[src/rtl/simd_pkg.sv]
package simd_pkg;
  localparam logic [1:0] MODE_WRAP  = 2'd0;
  localparam logic [1:0] MODE_SAT   = 2'd1;
  localparam logic [1:0] MODE_HALF  = 2'd2;
  localparam logic [1:0] MODE_RHALF = 2'd3;
  localparam int NUM_SIZES = 4;
  localparam int BASE_LANE_W = 8;
endpackage

[src/rtl/simd_lane_unit.sv]
module simd_lane_unit
  import simd_pkg::*;
#(
  parameter int W = 8
) (
  input  logic [W-1:0] a,
  input  logic [W-1:0] b,
  input  logic         sgn,
  input  logic         sub,
  input  logic [1:0]   mode,
  output logic [W-1:0] y,
  output logic         clamp
);
  localparam int XW = W + 2;

  logic [XW-1:0] ea, eb, full, rnd, shr;
  logic          ovf_s;

  always_comb begin
    ea = sgn ? {{2{a[W-1]}}, a} : {2'b00, a};
    eb = sgn ? {{2{b[W-1]}}, b} : {2'b00, b};
    full = sub ? (ea - eb) : (ea + eb);
    rnd = full + XW'(mode == MODE_RHALF);
    shr = XW'($signed(rnd) >>> 1);
    ovf_s = (full[XW-1] != full[W-1]) || (full[W] != full[W-1]);
    clamp = 1'b0;
    y = W'(full);
    case (mode)
      MODE_SAT: begin
        if (sgn) begin
          if (ovf_s) begin
            clamp = 1'b1;
            y = full[XW-1] ? {1'b1, {(W-1){1'b0}}} : {1'b0, {(W-1){1'b1}}};
          end
        end else if (full[XW-1]) begin
          clamp = 1'b1;
          y = '0;
        end else if (full[W]) begin
          clamp = 1'b1;
          y = '1;
        end
      end
      MODE_HALF, MODE_RHALF: y = W'(shr);
      default: y = W'(full);
    endcase
  end
endmodule

[src/rtl/simd_lane_bank.sv]
module simd_lane_bank
  import simd_pkg::*;
#(
  parameter int VEC_W = 128,
  parameter int LW    = 8
) (
  input  logic [VEC_W-1:0] a,
  input  logic [VEC_W-1:0] b,
  input  logic             wide,
  input  logic             sgn,
  input  logic             sub,
  input  logic [1:0]       mode,
  output logic [VEC_W-1:0] y,
  output logic             clamp_any
);
  localparam int NL      = VEC_W / LW;
  localparam int NL_HALF = (NL / 2 > 0) ? NL / 2 : 1;

  logic [NL-1:0] clamp_v;
  logic [NL-1:0] act_mask;

  for (genvar i = 0; i < NL; i++) begin : g_lane
    simd_lane_unit #(.W(LW)) u_lane (
      .a    (a[i*LW +: LW]),
      .b    (b[i*LW +: LW]),
      .sgn  (sgn),
      .sub  (sub),
      .mode (mode),
      .y    (y[i*LW +: LW]),
      .clamp(clamp_v[i])
    );
    assign act_mask[i] = wide || (i < NL_HALF);
  end

  assign clamp_any = |(clamp_v & act_mask);
endmodule

[src/rtl/simd_lane_adder.sv]
module simd_lane_adder
  import simd_pkg::*;
#(
  parameter int VEC_W = 128
) (
  input  logic             clk,
  input  logic             rst,
  input  logic             req_valid,
  output logic             req_ready,
  input  logic             wide,
  input  logic [1:0]       lane_sz,
  input  logic             is_signed,
  input  logic             is_sub,
  input  logic [1:0]       mode,
  input  logic [VEC_W-1:0] opa,
  input  logic [VEC_W-1:0] opb,
  output logic             res_valid,
  output logic [VEC_W-1:0] res_data,
  output logic             res_sat
);
  localparam int HALF_W = VEC_W / 2;

  logic [VEC_W-1:0] a_m, b_m, hi_mask;
  logic [VEC_W-1:0] bank_y [NUM_SIZES];
  logic [NUM_SIZES-1:0] bank_clamp;
  logic [VEC_W-1:0] sel_y;
  logic             sel_clamp;
  logic             accept;

  assign hi_mask = wide ? '1 : {{HALF_W{1'b0}}, {HALF_W{1'b1}}};
  assign a_m     = opa & hi_mask;
  assign b_m     = opb & hi_mask;

  for (genvar s = 0; s < NUM_SIZES; s++) begin : g_size
    simd_lane_bank #(.VEC_W(VEC_W), .LW(BASE_LANE_W << s)) u_bank (
      .a        (a_m),
      .b        (b_m),
      .wide     (wide),
      .sgn      (is_signed),
      .sub      (is_sub),
      .mode     (mode),
      .y        (bank_y[s]),
      .clamp_any(bank_clamp[s])
    );
  end

  always_comb begin
    sel_y     = bank_y[lane_sz] & hi_mask;
    sel_clamp = bank_clamp[lane_sz];
  end

  assign req_ready = !rst;
  assign accept    = req_valid && req_ready;

  always_ff @(posedge clk) begin
    if (rst) begin
      res_valid <= 1'b0;
      res_data  <= '0;
      res_sat   <= 1'b0;
    end else begin
      res_valid <= accept;
      if (accept) begin
        res_data <= sel_y;
        res_sat  <= sel_clamp;
      end
    end
  end
endmodule

[config.mk]
export PLATFORM = sky130hd
export DESIGN_NAME = simd_lane_adder
export DESIGN_NICKNAME = d
export VERILOG_FILES = /design/src/rtl/simd_pkg.sv /design/src/rtl/simd_lane_unit.sv /design/src/rtl/simd_lane_bank.sv /design/src/rtl/simd_lane_adder.sv
export SDC_FILE = /design/constraint.sdc
export NUM_CORES = 2
export LEC_CHECK = 0
export BUFFER_PORTS_ARGS = -buffer_cell sky130_fd_sc_hd__buf_2
export CAP_MARGIN = 20
export CELL_PAD_IN_SITES_DETAIL_PLACEMENT = 1
export CELL_PAD_IN_SITES_GLOBAL_PLACEMENT = 2
export CORE_MARGIN = 8
export CORE_UTILIZATION = 35
export CTS_CLUSTER_DIAMETER = 40
export DETAILED_ROUTE_END_ITERATION = 7
export GPL_TIMING_DRIVEN = 1
export PLACE_DENSITY_LB_ADDON = 0.1
export SETUP_SLACK_MARGIN = 0.5
export SLEW_MARGIN = 20
export SYNTH_ARGS = -nofsm -noshare
export SYNTH_HDL_FRONTEND = slang
export SYNTH_SLANG_ARGS = --single-unit
[constraint.sdc]
create_clock -name clk -period 12.5 [get_ports clk]
set_input_delay 3.75 -clock clk [delete_from_list [all_inputs] [get_ports clk]]
set_output_delay 3.75 -clock clk [all_outputs]
set_load 0.02 [all_outputs]
=== Yosys cells after proc, flatten, opt, wreduce, memory -nomap -nowiden ===
Cells that the tools add are included.

* Flip-flop bits (word level): 130
* Bits in latches: 0
* Memory bits (writable): 0
* Bits in read-only memories: 0
* Bits of input ports: 266
* Output and inout bits: 131
* Logic and storage cells: 629
* Memories: 0

* Add/subtract/negate cells: 90
* $mul: 0
* Div/mod/pow operators: 0
* Order comparisons: 2
* Equality and inequality tests: 63
* Shift operators: 0
* Mux-type cells: 426
* Bitwise logic cells: 8
* Reduce and logical (&&, ||, !) cells: 37

{| class="wikitable"
|+ Operators by type and width
! operator !! count
|-
| 2-to-1 mux 16 bit || 40
|-
| 2-to-1 mux 32 bit || 20
|-
| 2-to-1 mux 64 bit || 10
|-
| 2-to-1 mux 8 bit || 80
|-
| 2-to-1 mux 10 bit || 48
|-
| 2-to-1 mux 18 bit || 24
|-
| 2-to-1 mux 34 bit || 12
|-
| 2-to-1 mux 66 bit || 6
|-
| bitwise AND 128 bit || 3
|-
| 2-to-1 mux 128 bit || 3
|-
| binary-select mux 128 bit (select 2 bit) || 1
|-
| case mux 16 bit (2 select lines) || 8
|-
| case mux 32 bit (2 select lines) || 4
|-
| case mux 64 bit (2 select lines) || 2
|-
| case mux 8 bit (2 select lines) || 16
|-
| adder 10 bit || 16
|-
| subtractor 10 bit || 16
|-
| 2-to-1 mux 1 bit || 151
|-
| adder 18 bit || 8
|-
| adder 9 x 1 -> 9 bit || 16
|-
| subtractor 18 bit || 8
|-
| adder 17 x 1 -> 17 bit || 8
|-
| adder 34 bit || 4
|-
| subtractor 34 bit || 4
|-
| other kinds (22) || 118
|}

=== Longest topological paths before layout ===
* Word-level depth: 14
* Mapped depth: 40
* Depth with buffers taken out: 30

=== Modules after synthesis ===
A second synthesis with hierarchy kept.

* Cells, all modules: 11235
* Area, all modules: 80193.2 sq um

{| class="wikitable"
|+ By module, submodules not included
! module !! instances !! cells an instance !! area each (sq um) !! seq. area each (sq um)
|-
| simd_lane_unit (g_size[0].u_bank.g_lane[0].u_lane ...) || 16 || 169 || 1232.4 || 0.0
|-
| simd_lane_unit (g_size[2].u_bank.g_lane[0].u_lane ...) || 4 || 657 || 4451.8 || 0.0
|-
| simd_lane_unit (g_size[1].u_bank.g_lane[2].u_lane ...) || 6 || 276 || 1965.6 || 0.0
|-
| simd_lane_unit (g_size[3].u_bank.g_lane[1].u_lane) || 1 || 1485 || 9461.6 || 0.0
|-
| simd_lane_unit (g_size[3].u_bank.g_lane[0].u_lane) || 1 || 1356 || 8743.4 || 0.0
|-
| simd_lane_adder || 1 || 793 || 8348.0 || 2602.5
|-
| simd_lane_unit (g_size[1].u_bank.g_lane[0].u_lane ...) || 2 || 300 || 2122.0 || 0.0
|-
| simd_lane_bank (g_size[0].u_bank) || 1 || 6 || 37.5 || 0.0
|-
| simd_lane_bank (g_size[1].u_bank) || 1 || 3 || 18.8 || 0.0
|-
| simd_lane_bank (g_size[2].u_bank) || 1 || 3 || 12.5 || 0.0
|-
| simd_lane_bank (g_size[3].u_bank) || 1 || 1 || 7.5 || 0.0
|}

=== Worst setup path after synthesis ===
OpenSTA, ideal clock, no wires.

* Kind: input to register
* Start point: input wide
* End point: register res_data[93]
* Library setup time: 91 ps
* Arrival time: 11413 ps
* Required time: 12409 ps
* Slack: 996 ps
* Stages: 38
* Buffers on the path: 12
* Path through: clkbuf_1 -> clkbuf_1 -> clkbuf_1 -> clkbuf_1 -> clkbuf_1 -> buf_1 -> clkbuf_1 -> clkbuf_1 -> nand2_1 -> ha_1 -> and2_0 -> a21oi_1 -> nor2_1 -> o21ai_0 -> or2_2 -> nor2_1 -> xnor2_1 -> ha_1 -> [2 not listed] -> o21bai_1 -> a21oi_1 -> o211ai_1 -> a31oi_1 -> o32ai_1 -> a31o_2 -> clkbuf_1 -> ha_1 -> nand2b_1 -> a311oi_1 -> o31ai_1 -> nor3b_1 -> a31o_2 -> or2_2 -> clkbuf_1 -> clkbuf_1 -> o21a_1 -> a311oi_1

* Cells in the longest elaborated chain, start to end: 14
* Elaborated cells on any way between the ends: 67
* Those cells by class: add/sub: 12; eq/ne: 8; mux: 40; bitwise: 3; reduce/logical: 4

{| class="wikitable"
|+ RTL lines
! what !! line !! text
|-
| start: declaration || simd_lane_adder.sv:10 || <nowiki>input logic wide,</nowiki>
|-
| 2-to-1 mux 128 bit (*) || simd_lane_adder.sv:30 || <nowiki>assign hi_mask = wide ? '1 : {{HALF_W{1'b0}}, {HALF_W{1'b1}}};</nowiki>
|-
| parallel branches: the longest is 12 deep, another holds adder 66 bit || n/a ||
|-
| bitwise AND 128 bit (*) || simd_lane_adder.sv:48 || <nowiki>sel_y = bank_y[lane_sz] & hi_mask;</nowiki>
|-
| end signal: assignment || simd_lane_adder.sv:63 || <nowiki>res_data <= sel_y;</nowiki>
|-
| end: declaration || simd_lane_adder.sv:18 || <nowiki>output logic [VEC_W-1:0] res_data,</nowiki>
|}

Every way passes the cells marked *. The select of a mux whose other input is x is not followed.
A chain may end at the register's enable or synchronous reset.

=== Final worst setup path ===
* Start point: input wide
* End point: register res_data[96]

Same word-level chain as after synthesis.

==> results.sh <==
export IMPL_pwr_share_seq_pct=8.3
export IMPL_routed_via_count=68790
export IMPL_setup_total_negative_slack_ns=0
export IMPL_slowest_delay_ns=1.03
export IMPL_wl_met1_um=141100
export IMPL_period_needed_ns=11.60
export IMPL_place_worst_setup_slack_ns=0.4063
export IMPL_cap_violations=0
export IMPL_crit_path_frequent_cell="sky130_fd_sc_hd__nand2_1"
export IMPL_cts_htree_levels=4
export IMPL_grt_max_degree=111
export IMPL_gp_congestion=1.050
export IMPL_stdcell_area_um2=57560
export IMPL_fp_dieH_um=404.2
export IMPL_share_comb_of_total_power_pct=82.7
export IMPL_switching_power_mw=4.076
export IMPL_wl_met3_um=32890
export IMPL_critical_path_slowest_cell="sky130_fd_sc_hd__o21ai_0"
export IMPL_hold_worst_slack_ns=0.4449
export IMPL_synthMostInstantiatedCell="sky130_fd_sc_hd__nor2_1"
export IMPL_number_of_nets_produced_by_synthesis=8904
export IMPL_setup_reg_to_reg_worst_slack_ns=10.55
export IMPL_grt_overflow_total=0
export IMPL_design_portCount=397
export IMPL_synth_cells_most_frequent="sky130_fd_sc_hd__nor2_1, sky130_fd_sc_hd__nand2_1, sky130_fd_sc_hd__a21oi_1, sky130_fd_sc_hd__o21ai_0, sky130_fd_sc_hd__xnor2_1"
export IMPL_clock_fmax_ghz=0.08618
export IMPL_detail_route_vias_per_cell=6.648
export IMPL_synthToLayoutAreaGrowth_pct=9.121
export IMPL_timing_final_max_slew_violations=0
export IMPL_grt_pass1_vias=66480
export IMPL_cts_inserted_buffers=17
export IMPL_worstMarginPinSlew_ns=1.275
export IMPL_worst_hold_path_num_cells=2
export IMPL_synth_seq_cells=130
export IMPL_layout_drive_gt1_share_pct=9.225
export IMPL_async_flop_share_pct=0
export IMPL_dr_pass1_iters=6
export IMPL_dr_first_iter_drc_count=7876
export IMPL_cell_internal_pwr_mw=2.482
export IMPL_setup_repair_after_global_routing_missed_its_margin="yes"
export IMPL_detail_route_antenna_nets=0
export IMPL_reg2regPathDepth=5
export IMPL_path_clk_slew_ns=0.07
export IMPL_timing_critical_path_fanout_max=69
export IMPL_initial_utilization_pct=35.22
export IMPL_setup_viol_count_final=0
export IMPL_antenna_violations_before_repair=33
export IMPL_worst_endpoint_required_ns=12.88
export IMPL_cts_sinks=130
export IMPL_finalClockSkew_ns=0
export IMPL_switching_share_pct=62.15
export IMPL_synth_cell_type_count=103
export IMPL_dpl_cell_area_um2=56890
export IMPL_cts_tree="done"
export IMPL_post_synth_top_area_cell="sky130_fd_sc_hd__ha_1"
export IMPL_finalHoldViolations=0
export IMPL_synth_area_um2=52740
export IMPL_start_kind="input pin"
export IMPL_max_clock_path_buffers=2
export IMPL_synth_top_area_share_pct=9.726
export IMPL_power_share_clock_pct=9.0
export IMPL_grt_use_total_pct=38.17
export IMPL_setup_worst_path_class="in -> reg"
export IMPL_ys_seq_area_share_pct=4.934
export IMPL_data_arrival_at_the_endpoint_of_the_critical_path_ns=11.98
export IMPL_route_top_layer_used="met5"
export IMPL_clk_lat_worst_skew_ns=0.50
export IMPL_die_area_um2=163400
export IMPL_chipWidth_um=404.2
export IMPL_synth_main_ff_cell="sky130_fd_sc_hd__dfxtp_1"
export IMPL_yosysWarnings=0
export IMPL_placedCellCount=10310
export IMPL_port_buffer_count=396
export IMPL_wl_um=332100
export IMPL_slew_limit_headroom_pct=14.12
export IMPL_netlist_instances=8212
export IMPL_synth_avg_cell_area_um2=6.423
export IMPL_routed_wl_met2_um=140900
export IMPL_dp_final_hpwl_um=273300
export IMPL_worstSetupEndpointType="flop"
export IMPL_core_rowCount=142
export IMPL_synth_top_cells_by_area="sky130_fd_sc_hd__ha_1, sky130_fd_sc_hd__xnor2_1, sky130_fd_sc_hd__a21oi_1"
export IMPL_grt_pass1_wl_um=472200
export IMPL_nets=9005
export IMPL_routed_wire_length_per_instance_um=32.09
export IMPL_peakVddDrop_mv=0.1090
export IMPL_hp_class="reg -> reg"
export IMPL_status="finished, final reports clean"
export IMPL_coreArea_um2=149800
export IMPL_pwr_density_cell_nw_per_um2=113.9
export IMPL_fin_ws_ns=0.8967
export IMPL_fin_crit_sh_pct=92.83
export IMPL_p_leak_nw=22.70
export IMPL_cts_root_buf="sky130_fd_sc_hd__clkbuf_16"
export IMPL_number_of_flops_mapped_to_enable_cells_by_yosys=0
export IMPL_finalNonFillerCells=10350
export IMPL_detail_route_drc_violations=0
power by group through the flow:
stage	Sequential (mW)	Combinational [mW]	Clock (mW)
after detailed placement	0.547	5.23	0
after CTS	0.538	5.26	0.588
after global placement	0.548	5.17	0
final	0.543	5.42	0.593
after floorplan	0.540	3.31	0
after global routing	0.539	5.72	0.604
cell families after synthesis:
group                      synth area share [%]
AOI/OAI and AO/OA                         34.48
xor gates and xnor gates                  15.17
and+or+nand+nor                           28.57
buffers and inverters                     5.454
muxes                                     1.065
DFF                                       4.934
adders and majority gates                 10.33
routing by layer:
metal / vias to the layer above / global-route usage (%)
met5: - / 0
met4: 14 / 16.39
met3: 644 / 8.957
met2: 3491 / 58.38
met1: 34150 / 51.06
li1: 30500 / -
worst max-delay path: cells and delay by family:
kind,cells,cell delay [ns]
AND/OR/NAND/NOR,13,3.30
buffers and inverters,2,0.51
XOR/XNOR,2,0.41
adder cells (fa/ha/maj),3,1.09
AO/OA/AOI/OAI,7,2.82
layout make-up:
class	instances	area, µm²
fill	19700	92220
sequential	130	2603
antenna	7	17.52
clock buffer	20	456.7
inverter	256	964.7
multi-input combinational	7327	47370
tap	2016	2522
timing repair buffer	581	3463
clock inverter	11	155.1
flip-flops by register name, indices dropped and copies added, names as in the netlist:
signal and count:
res_valid 1, res_data 128, res_sat 1
placed cells by master (no fill, tap or decap), drive strengths merged, types with 75 or more instances in the layout:
cell type	instances
nor2	884
nand2	865
a21oi	839
o21ai	609
buf	580
xnor2	575
ha	410
xor2	328
nor3	256
inv	250
nand3	223
and2	137
nand4	135
a211oi	133
dfxtp	130
a21o	127
a31oi	123
o211ai	102
nand2b	92
nor4	92
and3	91
o21a	85
nor2b	85
a221oi	75
what timing repair did:
item / in CTS / in global routing
endpoints found under the setup margin: 0 / 37
hold buffers: 0 / 0
buffers inserted: 0 / 0
resized for setup: 0 / 8
through the flow:
stage | power [mW] | util (%)
after floorplan | 3.849 | -
after global placement | 5.719 | 37.98
after detailed placement | 5.777 | 37.98
after CTS | 6.387 | 38.39
after global routing | 6.863 | 38.42
final | 6.558 | 38.43
worst paths after layout:
check | start | to
min | res_data[68] | res_data[68]
max | wide | res_data[96]
max reg2reg | res_sat | res_sat
min reg2reg | res_data[68] | res_data[68]
(Power assumes the default switching activity.)
